==> config.mk <==
export PLATFORM = sky130hd
export DESIGN_NAME = mdio_master
export DESIGN_NICKNAME = d
export VERILOG_FILES = /design/src/rtl/mdio_pkg.sv /design/src/rtl/mdio_clkgen.sv /design/src/rtl/mdio_frame.sv /design/src/rtl/mdio_evt.sv /design/src/rtl/mdio_master.sv
export SDC_FILE = /design/constraint.sdc
export NUM_CORES = 1
export LEC_CHECK = 0
export BUFFER_PORTS_ARGS = -buffer_cell sky130_fd_sc_hd__buf_2
export CAP_MARGIN = 20
export CORE_MARGIN = 2
export CORE_UTILIZATION = 50
export DETAILED_ROUTE_END_ITERATION = 16
export PLACE_DENSITY = 0.75
export SLEW_MARGIN = 20
export SYNTH_ARGS = -nofsm -noshare
export SYNTH_HDL_FRONTEND = slang
export SYNTH_SLANG_ARGS = --single-unit
==> constraint.sdc <==
create_clock -name clk -period 2.7 [get_ports clk]
set_input_delay 0 -clock clk [delete_from_list [all_inputs] [get_ports clk]]
set_output_delay 0 -clock clk [all_outputs]
set_load 0.05 [all_outputs]
==> src/rtl/mdio_pkg.sv <==
package mdio_pkg;
  localparam int CMD_W     = 32;
  localparam int DAT_W     = 16;
  // field positions: the serial order of the frame depends on them
  localparam int OP_HI     = 29;
  localparam int OP_LO     = 28;
  localparam logic [1:0] OP_READ = 2'b10;
  // offset of the first turnaround bit inside the command word, counted from MSB
  localparam int TA_OFS    = 14;
  localparam int DATA_OFS  = 16;
endpackage

==> src/rtl/mdio_clkgen.sv <==
module mdio_clkgen #(
  parameter int DIV_W = 6
) (
  input  logic             clk,
  input  logic             rst_n,
  input  logic             run,
  input  logic [DIV_W-1:0] div,
  output logic             mdc,
  output logic             rise_stb,
  output logic             fall_stb
);
  logic [DIV_W-1:0] cnt_q, cnt_d;
  logic             mdc_q, mdc_d;
  logic             tick;

  assign tick     = run && (cnt_q == div - DIV_W'(1));
  assign rise_stb = tick && !mdc_q;
  assign fall_stb = tick && mdc_q;
  assign mdc      = mdc_q;

  always_comb begin
    cnt_d = cnt_q;
    mdc_d = mdc_q;
    if (!run) begin
      cnt_d = '0;
      mdc_d = 1'b0;
    end else if (tick) begin
      cnt_d = '0;
      mdc_d = !mdc_q;
    end else begin
      cnt_d = cnt_q + DIV_W'(1);
    end
  end

  always_ff @(posedge clk or negedge rst_n) begin
    if (!rst_n) begin
      cnt_q <= '0;
      mdc_q <= 1'b0;
    end else begin
      cnt_q <= cnt_d;
      mdc_q <= mdc_d;
    end
  end
endmodule

==> src/rtl/mdio_frame.sv <==
module mdio_frame
  import mdio_pkg::*;
#(
  parameter int PRE_LEN = 32
) (
  input  logic             clk,
  input  logic             rst_n,
  input  logic             start,
  input  logic [CMD_W-1:0] word,
  input  logic             rise_stb,
  input  logic             fall_stb,
  input  logic             mdio_i,
  output logic             busy,
  output logic             done,
  output logic             is_read,
  output logic [DAT_W-1:0] rd_data,
  output logic             mdio_o,
  output logic             mdio_oe
);
  localparam int FRAME_LEN = PRE_LEN + CMD_W;
  localparam int IDX_W     = $clog2(FRAME_LEN);
  localparam logic [IDX_W-1:0] LAST_IDX = IDX_W'(FRAME_LEN - 1);
  localparam logic [IDX_W-1:0] PRE_IDX  = IDX_W'(PRE_LEN);
  localparam logic [IDX_W-1:0] TA_IDX   = IDX_W'(PRE_LEN + TA_OFS);
  localparam logic [IDX_W-1:0] DAT_IDX  = IDX_W'(PRE_LEN + DATA_OFS);

  logic             busy_q, busy_d;
  logic [IDX_W-1:0] idx_q, idx_d;
  logic [DAT_W-1:0] sr_q, sr_d;
  logic [4:0]       rel;

  assign is_read = (word[OP_HI:OP_LO] == OP_READ);
  assign done    = busy_q && fall_stb && (idx_q == LAST_IDX);
  assign busy    = busy_q;
  assign rd_data = sr_q;
  assign rel     = 5'(idx_q - PRE_IDX);

  // bit presented during the current MDC period
  always_comb begin
    if (!busy_q)
      mdio_o = 1'b0;
    else if (idx_q < PRE_IDX)
      mdio_o = 1'b1;
    else
      mdio_o = word[~rel];
  end

  assign mdio_oe = busy_q && !(is_read && (idx_q >= TA_IDX));

  always_comb begin
    busy_d = busy_q;
    idx_d  = idx_q;
    sr_d   = sr_q;
    if (start) begin
      busy_d = 1'b1;
      idx_d  = '0;
    end else if (busy_q) begin
      if (rise_stb && is_read && (idx_q >= DAT_IDX))
        sr_d = {sr_q[DAT_W-2:0], mdio_i};
      if (fall_stb) begin
        if (idx_q == LAST_IDX) begin
          busy_d = 1'b0;
          idx_d  = '0;
        end else begin
          idx_d  = idx_q + IDX_W'(1);
        end
      end
    end
  end

  always_ff @(posedge clk or negedge rst_n) begin
    if (!rst_n) begin
      busy_q <= 1'b0;
      idx_q  <= '0;
      sr_q   <= '0;
    end else begin
      busy_q <= busy_d;
      idx_q  <= idx_d;
      sr_q   <= sr_d;
    end
  end
endmodule

==> src/rtl/mdio_evt.sv <==
module mdio_evt (
  input  logic clk,
  input  logic rst_n,
  input  logic set,
  input  logic clr_we,
  input  logic clr_bit,
  output logic flag
);
  logic flag_q, flag_d;

  always_comb begin
    flag_d = flag_q;
    if (clr_we && clr_bit)
      flag_d = 1'b0;
    if (set)
      flag_d = 1'b1;
  end

  always_ff @(posedge clk or negedge rst_n) begin
    if (!rst_n) flag_q <= 1'b0;
    else        flag_q <= flag_d;
  end

  assign flag = flag_q;
endmodule

==> src/rtl/mdio_master.sv <==
module mdio_master
  import mdio_pkg::*;
#(
  parameter int DIV_W   = 6,
  parameter int PRE_LEN = 32
) (
  input  logic             clk,
  input  logic             rst_n,
  input  logic             cmd_wr,
  input  logic [31:0]      cmd_wdata,
  output logic [31:0]      cmd_rdata,
  input  logic             spd_wr,
  input  logic [DIV_W-1:0] spd_wdata,
  input  logic             evt_wr,
  input  logic             evt_wdata,
  output logic             evt_done,
  output logic             mdc,
  output logic             mdio_o,
  output logic             mdio_oe,
  input  logic             mdio_i
);
  logic [CMD_W-1:0] cmd_q, cmd_d;
  logic [DIV_W-1:0] spd_q, spd_d;
  logic             busy, frm_done, frm_read, start;
  logic             rise_stb, fall_stb;
  logic [DAT_W-1:0] rd_data;

  assign start = cmd_wr && !busy && (spd_q != '0);

  always_comb begin
    cmd_d = cmd_q;
    spd_d = spd_q;
    if (cmd_wr && !busy)
      cmd_d = cmd_wdata;
    else if (frm_done && frm_read)
      cmd_d = {cmd_q[CMD_W-1:DAT_W], rd_data};
    if (spd_wr && !busy)
      spd_d = spd_wdata;
  end

  always_ff @(posedge clk or negedge rst_n) begin
    if (!rst_n) begin
      cmd_q <= '0;
      spd_q <= '0;
    end else begin
      cmd_q <= cmd_d;
      spd_q <= spd_d;
    end
  end

  assign cmd_rdata = cmd_q;

  mdio_clkgen #(.DIV_W(DIV_W)) u_clk (
    .clk      (clk),
    .rst_n    (rst_n),
    .run      (busy),
    .div      (spd_q),
    .mdc      (mdc),
    .rise_stb (rise_stb),
    .fall_stb (fall_stb)
  );

  mdio_frame #(.PRE_LEN(PRE_LEN)) u_frm (
    .clk      (clk),
    .rst_n    (rst_n),
    .start    (start),
    .word     (cmd_q),
    .rise_stb (rise_stb),
    .fall_stb (fall_stb),
    .mdio_i   (mdio_i),
    .busy     (busy),
    .done     (frm_done),
    .is_read  (frm_read),
    .rd_data  (rd_data),
    .mdio_o   (mdio_o),
    .mdio_oe  (mdio_oe)
  );

  mdio_evt u_evt (
    .clk     (clk),
    .rst_n   (rst_n),
    .set     (frm_done),
    .clr_we  (evt_wr),
    .clr_bit (evt_wdata),
    .flag    (evt_done)
  );
endmodule

-- Word-level counts from Yosys, hierarchy flattened
Index checks and enable logic that the tools add are counted.
Widths: inputs -> output; s select.
- add/subtract/negate cells: 4
- order comparisons: 4
- equality and inequality tests: 4
- muxes and demuxes: 20
- bitwise operators: 2
- reduce and logical (&&, ||, !) cells: 24
- operators with widths (operator ; count):
    $mux 6 ; 6
    $mux 32 ; 1
    $mux 16 ; 1
    $logic_and 1x1->1 ; 14
    $add 6x1->6 const B ; 2
    $ge 6x6->1 const B ; 2
    $mux 1 ; 11
    $reduce_bool 2->1 ; 4
    $eq 6x6->1 ; 1
    $eq 6x6->1 const B ; 1
    $lt 5x6->1 const B ; 1
    $lt 6x6->1 const B ; 1
    $reduce_bool 6->1 ; 1
    $sub 6x1->6 const B ; 1
    $bmux 1 s5 ; 1
    $not 5->5 ; 1
    $sub 5x1->5 const B ; 1
    $logic_not 1->1 ; 3
    $reduce_and 3->1 ; 1
    $eq 2x2->1 const B ; 1
    $ne 2x2->1 const B ; 1
    $reduce_and 2->1 ; 1
    $not 1->1 ; 1
- register bits: 69
- output and inout port bits: 36
- word-level logic and storage cells: 67

-- Logic depth before layout (Yosys ltp)
- word-level depth: 9
- gate-level depth with buffers: 8
- mapped depth without buffers: 7

-- By module
A second synthesis with hierarchy kept.
- cells, all modules: 270
- area total of the unflattened synthesis: 3587.2 um2
- modules (own cells, without submodules) (module ; times used ; cells an instance ; area each (um2) ; seq. area each (um2)):
    mdio_master ; 1 ; 103 ; 1701.6 ; 950.9
    mdio_frame ; 1 ; 109 ; 1350.0 ; 575.6
    mdio_clkgen ; 1 ; 55 ; 499.2 ; 175.2
    mdio_evt ; 1 ; 3 ; 36.3 ; 25.0

-- Worst setup path after synthesis
OpenSTA, ideal clock, no wires.
- path type: reg-to-reg
- start: register spd_q[0]
- end: register u_frm.sr_q[0] (netlist: u_frm.rd_data[0])
- library setup time: 0.125 ns
- arrival time: 2.235 ns
- data required time: 2.575 ns
- path slack: 0.340 ns
- stages on the path, launching flop included: 9
- cell sequence: dfrtp_1 inv_1 ha_1 xnor2_1 nor2_1 o2111ai_4 nor4_4 buf_6 mux2_4
- longest elaborated chain between the ends: 7
- elaborated cells on any way between the ends: 10
- RTL lines (item ; line ; source):
    from (decl) ; mdio_master.sv:23 ; logic [DIV_W-1:0] spd_q, spd_d;
    from (signal assigned) ; mdio_master.sv:47 ; spd_q <= spd_d;
    $sub 6x1->6 ; mdio_clkgen.sv:16 ; assign tick = run && (cnt_q == div - DIV_W'(1));
    $eq 6x6->1 ; mdio_clkgen.sv:16 ;
    $logic_and 1x1->1 ; mdio_clkgen.sv:16 ;
    $logic_and 1x1->1 ; mdio_clkgen.sv:17 ; assign rise_stb = tick && !mdc_q;
    $logic_and 1x1->1 (2 in series) ; mdio_frame.sv:58 ; if (rise_stb && is_read && (idx_q >= DAT_IDX))
    $reduce_and 3->1 (no line) * ; n/a ;
    to (signal assigned) ; mdio_frame.sv:79 ; sr_q <= sr_d;
    to (decl) ; mdio_frame.sv:29 ; logic [DAT_W-1:0] sr_q, sr_d;
Mark *: on every way between the ends. The rest lies on a longest branch, timed or not.
A chain may end at the register's enable or synchronous reset.

-- Worst setup path in the final report
- start: register spd_q[0]
- end: register u_frm.idx_q[0]
- longest elaborated chain between the ends: 6
- elaborated cells on any way between the ends: 10
- RTL lines (item ; line ; source):
    $sub 6x1->6 ; mdio_clkgen.sv:16 ;
    $eq 6x6->1 ; mdio_clkgen.sv:16 ;
    $logic_and 1x1->1 ; mdio_clkgen.sv:16 ;
    $logic_and 1x1->1 ; mdio_clkgen.sv:18 ; assign fall_stb = tick && mdc_q;
    $reduce_bool 2->1 (no line) ; n/a ;
    $reduce_and 2->1 (no line) ; n/a ;
    to (signal assigned) ; mdio_frame.sv:78 ; idx_q <= idx_d;
    to (decl) ; mdio_frame.sv:28 ; logic [IDX_W-1:0] idx_q, idx_d;
Several ways; a longest one is shown, not always the timed one.

==> out/metrics.cfg <==
[logic_synthesis]
synth_cell_types = 45
synthCells = 355
synth-seq-cells = 69
seq_area_frac_synth = 0.470
yosys.area.top_type = dfrtp_1
async_flop_share = 1.00
synth_top_cell_area_share = 0.470
synth_edf_count = 0
synth-main-ff-cell = dfrtp_1
yosysWarnings = 0
synth_area_leaders = dfrtp_1 47%, nand2_1 6.0%, mux4_2 5.5%
syn_area_um2 = 3670
syn-num-nets = 404
syn_area_per_cell_um2 = 10.4

[worst_hold_path]
hold_end = spd_q[0]
min_from = spd_wr
hold_path.class = primary input to register
hold_depth = 3

[route]
wl_met1_mm = 4.16
wirelength_mm = 9.84
drc = 0
met3_length_um = 470
routed.top_layer = met4
vias = 3295
viasPerCell = 5.72
drt_iter0_drc = 230
routed-wl-met2_mm = 4.95
first_pass_iters = 5
final_antenna_net_count = 0
wl_per_cell_um = 17.1

[cts]
cts_made_buffers = 9
clkTransAtPathRegs_ns = 0.07
cts_max_level = 3
tritoncts = yes
clockBufferDepth = 2
cts-root-buf = clkbuf_8
cts.sinks = 69
clkLatencyLatePin_ns = 0.34
post_cts_buffers = 0

[timing]
drv_slew = 0
relSlewSlack = 0.484
timing.fmax_mhz = 411
fin_setup_tns_ns = 0
rsz0062_at_grt = no
finalCritPeriodShare = 0.902
finalCriticalPeriod_ns = 2.43
worst_slew_pin_slew_ns = 0.774
fin_worst_skew_ns = 0.00486
hold_violations = 0
finalSetupViolations = 0

[critical_path]
worstPathRequired_ns = 2.96
ff2ff_setup_slack_ns = 0.27
crit_arrival_ns = 2.70
rr_endpoint = u_frm.idx_q[0]
rr_worst_depth = 7
r2r-start = spd_q[0]
crit_path_max_fanout = 10
cp-startpoint = spd_q[0]
cp-end-kind = register
cp-start-kind = register
crit_type = register to register

[floorplan]
fp.dieW_um = 89.7
initial_utilization = 0.512
num_rows = 31
dieArea_um2 = 8050
io_pins = 81
dieHeight_um = 89.7
coreArea_um2 = 7180

[pwr]
leakage_nw = 2.25
powerDensity_nw_per_um2 = 990
ir_drop_mv = 0.399

[finish]
final_nets = 521
layout-drive-gt1-share = 0.304
syn_to_final_growth_pct = 32.2
nFillCells = 557
n_antenna_cell = 0
fin_util = 0.677

[global_routing]
grt_max_degree = 38
grt_usage = 0.255
gr-total-overflow = 0
grt_pass1_vias = 3358
grt_pass1_wl_mm = 16.5
antenna_found_initial = 0

[place]
routabilityCongestion = 0.782
io_buffer_count = 80
hpwl_mm = 6.34

[job]
maxCapViolations = 0

[outcome]
status = complete, no violations

-- flip-flops by register name (all words and copies together), names as in the netlist --
register,count
u_clk.mdc,1
u_clk.cnt_q,6
u_frm.rd_data,16
u_frm.busy,1
cmd_rdata,32
spd_q,6
u_frm.idx_q,6
u_evt.flag,1
-- final cells by class --
| class | instances | area, um^2 | share of cell area |
|---|---|---|---|
| clock buffer | 13 | 169 | 0.0348 |
| clock inverter | 3 | 90.1 | 0.0185 |
| inverter | 5 | 18.8 | 0.00386 |
| multi-input combinational | 256 | 1830 | 0.376 |
| sequential | 69 | 1730 | 0.356 |
| tap | 99 | 124 | 0.0255 |
| timing repair buffer | 131 | 901 | 0.185 |
-- logic make-up after synthesis --
family                     count (synthesis)  synth area share
buffers and inverters                     30            0.0334
AOI/OAI and AO/OA                         79             0.150
xor gates and xnor gates                  11            0.0283
and+or+nand+nor                          131             0.173
adders and majority gates                  4            0.0136
muxes                                     31             0.132
DFF                                       69             0.470
-- worst max-delay path by stage --
| stage | end | cells after the start |
|---|---|---|
| detailed placement | u_frm.rd_data[12] | 8 |
| global route | u_frm.idx_q[0] | 7 |
| global placement | u_frm.rd_data[8] | 8 |
| finish | u_frm.idx_q[0] | 7 |
| CTS | mdio_o | 4 |
| floorplan | u_frm.rd_data[0] | 8 |
-- worst max-delay path, stage by stage (launching register included) --
cell and delay [ns]:
dfrtp_1 0.41, inv_1 0.09, ha_1 0.30, xnor2_1 0.13, nor2_1 0.29, o2111ai_1 0.44
or4_1 0.52, a21oi_1 0.16
-- per-stage QoR --
stage	power (mW)	hold WS, ns	cells	setup WS (ns)	cell area [um^2]
after floorplan	3.11	-0.296	355	0.340	3670
after global placement	3.61	0.109	518	0.371	4180
after detailed placement	3.66	0.123	518	0.295	4180
after CTS	4.79	0.192	576	0.0428	4860
after global routing	5.06	0.219	576	0.0405	4860
final	4.81	0.184	576	0.266	4860
-- timing repair --
item / 4_1_cts / 5_1_grt
endpoints found under the hold margin: 72 / 0
endpoints found under the setup margin: 0 / 1
hold buffers: 42 / 0
resized for setup: 0 / 1
-- synthesized netlist by cell type, drive strengths merged (3+ instances only) --
cell type,count
buf,3
nand3,5
o31ai,18
nand2,59
clkbuf,22
o21ai,7
a31oi,17
nor3,3
and2,4
nor2b,4
mux4,9
a21oi,23
xor2,4
mux2,20
xnor2,7
dfrtp,69
inv,5
and3,22
or4,3
nor2,22
ha,4
-- metal layers --
metal,vias to the layer above,global-route usage
met5,-,0
met2,106,0.422
met1,1645,0.331
li1,1520,-
met4,0,0.113
met3,24,0.0469
-- layout by cell type (no fill, tap or decap), types with 10 or more instances in the layout --
cell / Yosys / final
o31ai_1: 18 / 18
mux2_4: 10 / 10
a21oi_1: 21 / 21
nor2_1: 22 / 22
dfrtp_1: 69 / 68
clkbuf_8: 0 / 12
nand2_1: 59 / 59
mux2_2: 10 / 10
a31oi_1: 17 / 17
buf_2: 2 / 80
and3_1: 22 / 22
dlygate4sd3_1: 0 / 42
-- report_power, final --
part	leakage (nW)	switching, mW	internal [mW]	total, mW
clock	0.130	0.390	0.690	1.08
combinational	1.27	1.43	0.703	2.13
sequential	0.856	0.314	1.29	1.60
total	2.25	2.13	2.68	4.81
No activity file was read; power rests on OpenSTA's default activity.
